===== config.mk =====
export PLATFORM = sky130hd
export DESIGN_NAME = delay_pair_diff
export DESIGN_NICKNAME = d
export VERILOG_FILES = /design/src/rtl/dpd_pkg.sv /design/src/rtl/dpd_lfsr.sv /design/src/rtl/dpd_addr_map.sv /design/src/rtl/dpd_ctrl.sv /design/src/rtl/delay_pair_diff.sv
export SDC_FILE = /design/constraint.sdc
export NUM_CORES = 1
export LEC_CHECK = 0
export BUFFER_PORTS_ARGS = -buffer_cell sky130_fd_sc_hd__buf_2
export CORE_MARGIN = 2
export CORE_UTILIZATION = 48
export DETAILED_ROUTE_END_ITERATION = 12
export PLACE_DENSITY = 0.77
export SKIP_CTS_REPAIR_TIMING = 1
export SYNTH_ARGS = -nofsm -noshare
export SYNTH_HDL_FRONTEND = slang
export SYNTH_HIERARCHICAL = 1
export SYNTH_SLANG_ARGS = --single-unit

===== constraint.sdc =====
create_clock -name clk_i -period 1.8 [get_ports clk_i]
set_input_delay 0.27 -clock clk_i [delete_from_list [all_inputs] [get_ports clk_i]]
set_output_delay 0.27 -clock clk_i [all_outputs]
set_load 0.1 [all_outputs]

===== src/rtl/dpd_pkg.sv =====
package dpd_pkg;
  localparam int LFSR_W = 16;
  localparam logic [LFSR_W-1:0] SEED_FALLBACK = 16'hACE1;

  // Maximal-length polynomial x^16 + x^14 + x^13 + x^11 + 1
  function automatic logic [LFSR_W-1:0] lfsr_next(input logic [LFSR_W-1:0] s);
    return {s[LFSR_W-2:0], s[15] ^ s[13] ^ s[12] ^ s[10]};
  endfunction
endpackage


===== src/rtl/dpd_lfsr.sv =====
module dpd_lfsr
  import dpd_pkg::*;
(
  input  logic              clk_i,
  input  logic              rst_ni,
  input  logic              load_i,
  input  logic [LFSR_W-1:0] seed_i,
  input  logic              step_i,
  output logic [LFSR_W-1:0] state_o
);
  always_ff @(posedge clk_i or negedge rst_ni) begin
    if (!rst_ni)      state_o <= SEED_FALLBACK;
    else if (load_i)  state_o <= (seed_i == '0) ? SEED_FALLBACK : seed_i;
    else if (step_i)  state_o <= lfsr_next(state_o);
  end
endmodule


===== src/rtl/dpd_addr_map.sv =====
module dpd_addr_map #(
  parameter int FIELD_W = 8,
  parameter int DEPTH   = 32,
  localparam int AW     = $clog2(DEPTH)
) (
  input  logic [FIELD_W-1:0] field_i,
  output logic [AW-1:0]      addr_o
);
  localparam logic [FIELD_W:0] DEP = (FIELD_W+1)'(DEPTH);
  logic [FIELD_W:0] rem;

  always_comb begin
    rem    = {1'b0, field_i} % DEP;
    addr_o = rem[AW-1:0];
  end
endmodule


===== src/rtl/dpd_ctrl.sv =====
module dpd_ctrl #(
  parameter int CNT_W = 8
) (
  input  logic             clk_i,
  input  logic             rst_ni,
  input  logic             start_i,
  input  logic [CNT_W-1:0] count_i,
  output logic             issue_o,
  output logic [CNT_W-1:0] idx_o
);
  logic [CNT_W-1:0] left_q;

  always_ff @(posedge clk_i or negedge rst_ni) begin
    if (!rst_ni) begin
      issue_o <= 1'b0;
      left_q  <= '0;
      idx_o   <= '0;
    end else if (issue_o) begin
      left_q <= left_q - 1'b1;
      idx_o  <= idx_o + 1'b1;
      if (left_q == CNT_W'(1)) issue_o <= 1'b0;
    end else if (start_i && count_i != '0) begin
      issue_o <= 1'b1;
      left_q  <= count_i;
      idx_o   <= '0;
    end
  end
endmodule


===== src/rtl/delay_pair_diff.sv =====
module delay_pair_diff
  import dpd_pkg::*;
#(
  parameter int DW      = 11,
  parameter int R_DEPTH = 32,
  parameter int F_DEPTH = 32,
  parameter int CNT_W   = 8,
  localparam int DIFF_W  = DW + 1,
  localparam int R_AW    = $clog2(R_DEPTH),
  localparam int F_AW    = $clog2(F_DEPTH),
  localparam int FIELD_W = LFSR_W / 2
) (
  input  logic                     clk_i,
  input  logic                     rst_ni,
  input  logic [LFSR_W-1:0]        nonce_srv_i,
  input  logic [LFSR_W-1:0]        nonce_tok_i,
  input  logic                     seed_load_i,
  input  logic                     start_i,
  input  logic [CNT_W-1:0]         count_i,
  output logic [R_AW-1:0]          rise_addr_o,
  input  logic [DW-1:0]            rise_data_i,
  output logic [F_AW-1:0]          fall_addr_o,
  input  logic [DW-1:0]            fall_data_i,
  output logic                     busy_o,
  output logic                     diff_valid_o,
  output logic signed [DIFF_W-1:0] diff_o,
  output logic [CNT_W-1:0]         diff_idx_o
);
  logic [LFSR_W-1:0] lfsr_q;
  logic              issue;
  logic [CNT_W-1:0]  issue_idx;
  logic              s1_v_q;
  logic [CNT_W-1:0]  s1_idx_q;
  logic signed [DIFF_W-1:0] diff_d;

  assign busy_o = issue | s1_v_q;

  dpd_lfsr u_lfsr (
    .clk_i   (clk_i),
    .rst_ni  (rst_ni),
    .load_i  (seed_load_i && !busy_o),
    .seed_i  (nonce_srv_i ^ nonce_tok_i),
    .step_i  (issue),
    .state_o (lfsr_q)
  );

  dpd_addr_map #(.FIELD_W(FIELD_W), .DEPTH(R_DEPTH)) u_rise_map (
    .field_i (lfsr_q[FIELD_W-1:0]),
    .addr_o  (rise_addr_o)
  );

  dpd_addr_map #(.FIELD_W(FIELD_W), .DEPTH(F_DEPTH)) u_fall_map (
    .field_i (lfsr_q[LFSR_W-1:FIELD_W]),
    .addr_o  (fall_addr_o)
  );

  dpd_ctrl #(.CNT_W(CNT_W)) u_ctrl (
    .clk_i   (clk_i),
    .rst_ni  (rst_ni),
    .start_i (start_i && !busy_o),
    .count_i (count_i),
    .issue_o (issue),
    .idx_o   (issue_idx)
  );

  // Memory data lands one cycle after the address cycle
  assign diff_d = $signed({1'b0, rise_data_i}) - $signed({1'b0, fall_data_i});

  always_ff @(posedge clk_i or negedge rst_ni) begin
    if (!rst_ni) begin
      s1_v_q       <= 1'b0;
      s1_idx_q     <= '0;
      diff_valid_o <= 1'b0;
      diff_o       <= '0;
      diff_idx_o   <= '0;
    end else begin
      s1_v_q       <= issue;
      s1_idx_q     <= issue_idx;
      diff_valid_o <= s1_v_q;
      if (s1_v_q) begin
        diff_o     <= diff_d;
        diff_idx_o <= s1_idx_q;
      end
    end
  end
endmodule


==> flow_metrics.tcl <==
set metrics [dict create \
    num_rows 31 \
    overflow 0 \
    ys_ff_latch 63 \
    fin_crit_sh_pct 90.1 \
    hold_viol 0 \
    rsz0062_at_grt "false" \
    grt_max_degree 35 \
    worstHoldStart "count_i[1]" \
    die_y_microns 90.4 \
    grt_pass1_wl_microns 12700 \
    cpMaxStageDelayCell "dfstp_2" \
    syn_area_per_cell_sq_um 10.6 \
    r2r-start "s1_v_q" \
    path_delay_family "flip-flops" \
    period_needed_ns 1.62 \
    wirelength_microns 7580 \
    worst_skew_pair.late_latency_ns 0.34 \
    finalSetupViolations 0 \
    portBuffers 97 \
    layout-drive-gt1-share_pct 38.9 \
    grtUsageTotal_pct 18.8 \
    syn-instance-count 339 \
    layout_setup_ws_ns 0.178 \
    ys_types 59 \
    path_cells "buf_2" \
    pwr_density_cell_mw_per_mm2 1970 \
    tns_ns 0 \
    cts_tree "done" \
    nNetsFinal 528 \
    initial_utilization_pct 49.4 \
    ys_seq_area_share_pct 44.3 \
    postRouteAntennaNets 0 \
    syn_area_sq_mm 0.00358 \
    peakVddDrop_uv 1170 \
    synthesis.nets 420 \
    drc 0 \
    antenna_found_initial 0 \
    fp.dieW_microns 90.4 \
    status "finished clean" \
    crit_start "u_lfsr/state_o[10]" \
    clock_path_buffers 2 \
    max_freq_ghz 0.617 \
    coreArea_sq_mm 0.00725 \
    whs_ns 0.176 \
    viasPerCell 5.26 \
    hp-class "in -> reg" \
    synth_edf_count 0 \
    h-tree-depth 3 \
    critical_path_buf_inv_count 1 \
    slew_headroom_pct 65.5 \
    ys_warn_count 6 \
    yosys_most_used_dff "dfrtp_1" \
    via_count 2899 \
    grt_pass1_vias 2839 \
    leakage_nw 2.12 \
    async_flop_share_pct 100 \
    diodes 0 \
    fin_util_pct 62.1 \
    cp-start-kind "register" \
    max-cap-violations 0 \
    cts_sinks 63 \
    cp_slowest_stage_delay_ns 0.58 \
    cts_root_buf "clkbuf_8" \
    area_delta_synth_final_pct 25.8 \
    cts_inserted_buffers 9 \
    gp_routability_congestion 0.848 \
    first_iter_violations 84 \
    first_pass_iters 6 \
    ios 98 \
    worstSetupPathType "reg -> out" \
    pre_cts_ws_ns -0.158 \
    slew_viol_final 0 \
    wl_per_cell_microns 13.8 \
    critPathCaptureType "output port" \
    cp.required_ns 1.53 \
    path_clk_slew_ns 0.08 \
    cp.arrival_ns 1.35 \
    worst_slew_pin_slew_ns 0.521 \
    cp_max_fo 4 \
    dieArea_sq_mm 0.00817 \
    finClkSkew_ns 0.0166 \
    hpwl_microns 5840 \
]
cell type report:
class	count	area, sq um
Fill cell	620	2750
Multi-Input combinational cell	237	1810
Sequential cell	63	1590
Timing Repair Buffer	118	673
Clock buffer	11	141
Tap cell	99	124
Clock inverter	5	105
Inverter	18	67.6
per-layer routing:
layer	up-vias	share of wire [%]	track usage, %
li1	1429	-	-
met1	1401	45	24.6
met2	58	50	31.3
met3	11	2.9	3.34
met4	0	1.8	6.92
met5	-	0	0
state kept, by name, indices dropped and copies added, names as in the netlist:
signal	cells
u_ctrl/issue_o	1
s1_idx_q	8
u_ctrl/idx_o	8
diff_o	12
u_lfsr/state_o	16
diff_valid_o	1
diff_idx_o	8
u_ctrl/left_q	8
s1_v_q	1
synth_stat cells, types with 2 or more instances:
library cell   n  share of area, %
o21ai_1        2              0.28
ha_1          14               4.9
nand2b_1      10               1.7
nand4_1        3              0.52
nand2_1       27               2.8
a211oi_1       6               1.3
o2bb2ai_1      3              0.73
nand3_1        4              0.56
o211ai_1       3              0.63
mux2i_1        9               2.5
dfrtp_1       55                38
o22a_2         7               2.0
nor4_1         7               1.2
mux2_2        17               5.3
o31ai_1        6               1.3
nor2_1         8              0.84
o31a_1         3              0.73
inv_1         18               1.9
nor2b_1        4              0.70
nor4b_1        2              0.49
or3_1          4              0.70
clkbuf_1       4              0.42
a21oi_1        7              0.98
o21a_1         5               1.0
dfstp_2        8               5.9
buf_4         11               2.3
a221oi_1       2              0.49
o21ai_0       26               3.6
xnor2_1        9               2.2
xor2_1        18               4.4
nor3_1         5              0.70
a21o_1         3              0.63
buf_2          3              0.42
worst paths after layout:
| path | cells after the start | end | slack, ns |
|---|---|---|---|
| setup reg to reg | 5 | u_ctrl/idx_o[6] | 0.18 |
| setup / recovery | 1 | fall_addr_o[2] | 0.18 |
| hold / removal | 3 | u_ctrl/left_q[1] | 0.18 |
| max in group asynchronous | 3 | s1_idx_q[2] | 0.96 |
| min in group asynchronous | 3 | u_lfsr/state_o[1] | 0.49 |
| hold reg to reg | 0 | s1_idx_q[7] | 0.39 |
cell usage in the layout, fill, tap and decap left out, types with 2 or more instances in the layout:
master       n
xnor2_1      9
mux2_2      17
nor2b_1      4
bufinv_16    3
o31a_1       3
nor4b_1      2
dfrtp_1     55
nand4_1      3
nand2_1     27
mux2i_1      9
o22a_2       7
dfstp_2      8
a21o_1       3
o31ai_1      6
or3_1        4
ha_1        14
o211ai_1     3
nor3_1       5
inv_1       18
buf_12       2
clkbuf_8    10
a211oi_1     6
clkinvlp_4   2
buf_2       96
xor2_1      18
o2bb2ai_1    3
o21ai_0     26
nor2_1       7
nor4_1       7
a221oi_1     2
nand2b_1    10
nand3_1      4
a21oi_1      6
o21ai_1      2
buf_4       19
o21a_1       5
per-stage QoR:
step	std cells	area (sq um)	total power (W)
finish	551	4510	0.00887
global route	551	4510	0.00933
CTS	550	4490	0.00891
detailed placement	534	4240	0.00740
global placement	534	4240	0.00727
floorplan	339	3600	0.00667
power by group:
group          internal [W]  switching, W
clock              0.000959      0.000547
sequential          0.00216      0.000497
combinational       0.00130       0.00342
total               0.00442       0.00446
kinds of logic after synthesis:
logic type               synth area share, %
flip-flops                              44.3
adder cells (fa/ha/maj)                 5.45
XOR/XNOR                                6.60
AO/OA/AOI/OAI                           16.3
multiplexers                            8.28
AND/OR/NAND/NOR                         13.2
buffers and inverters                   5.87
(Power assumes the default switching activity.)
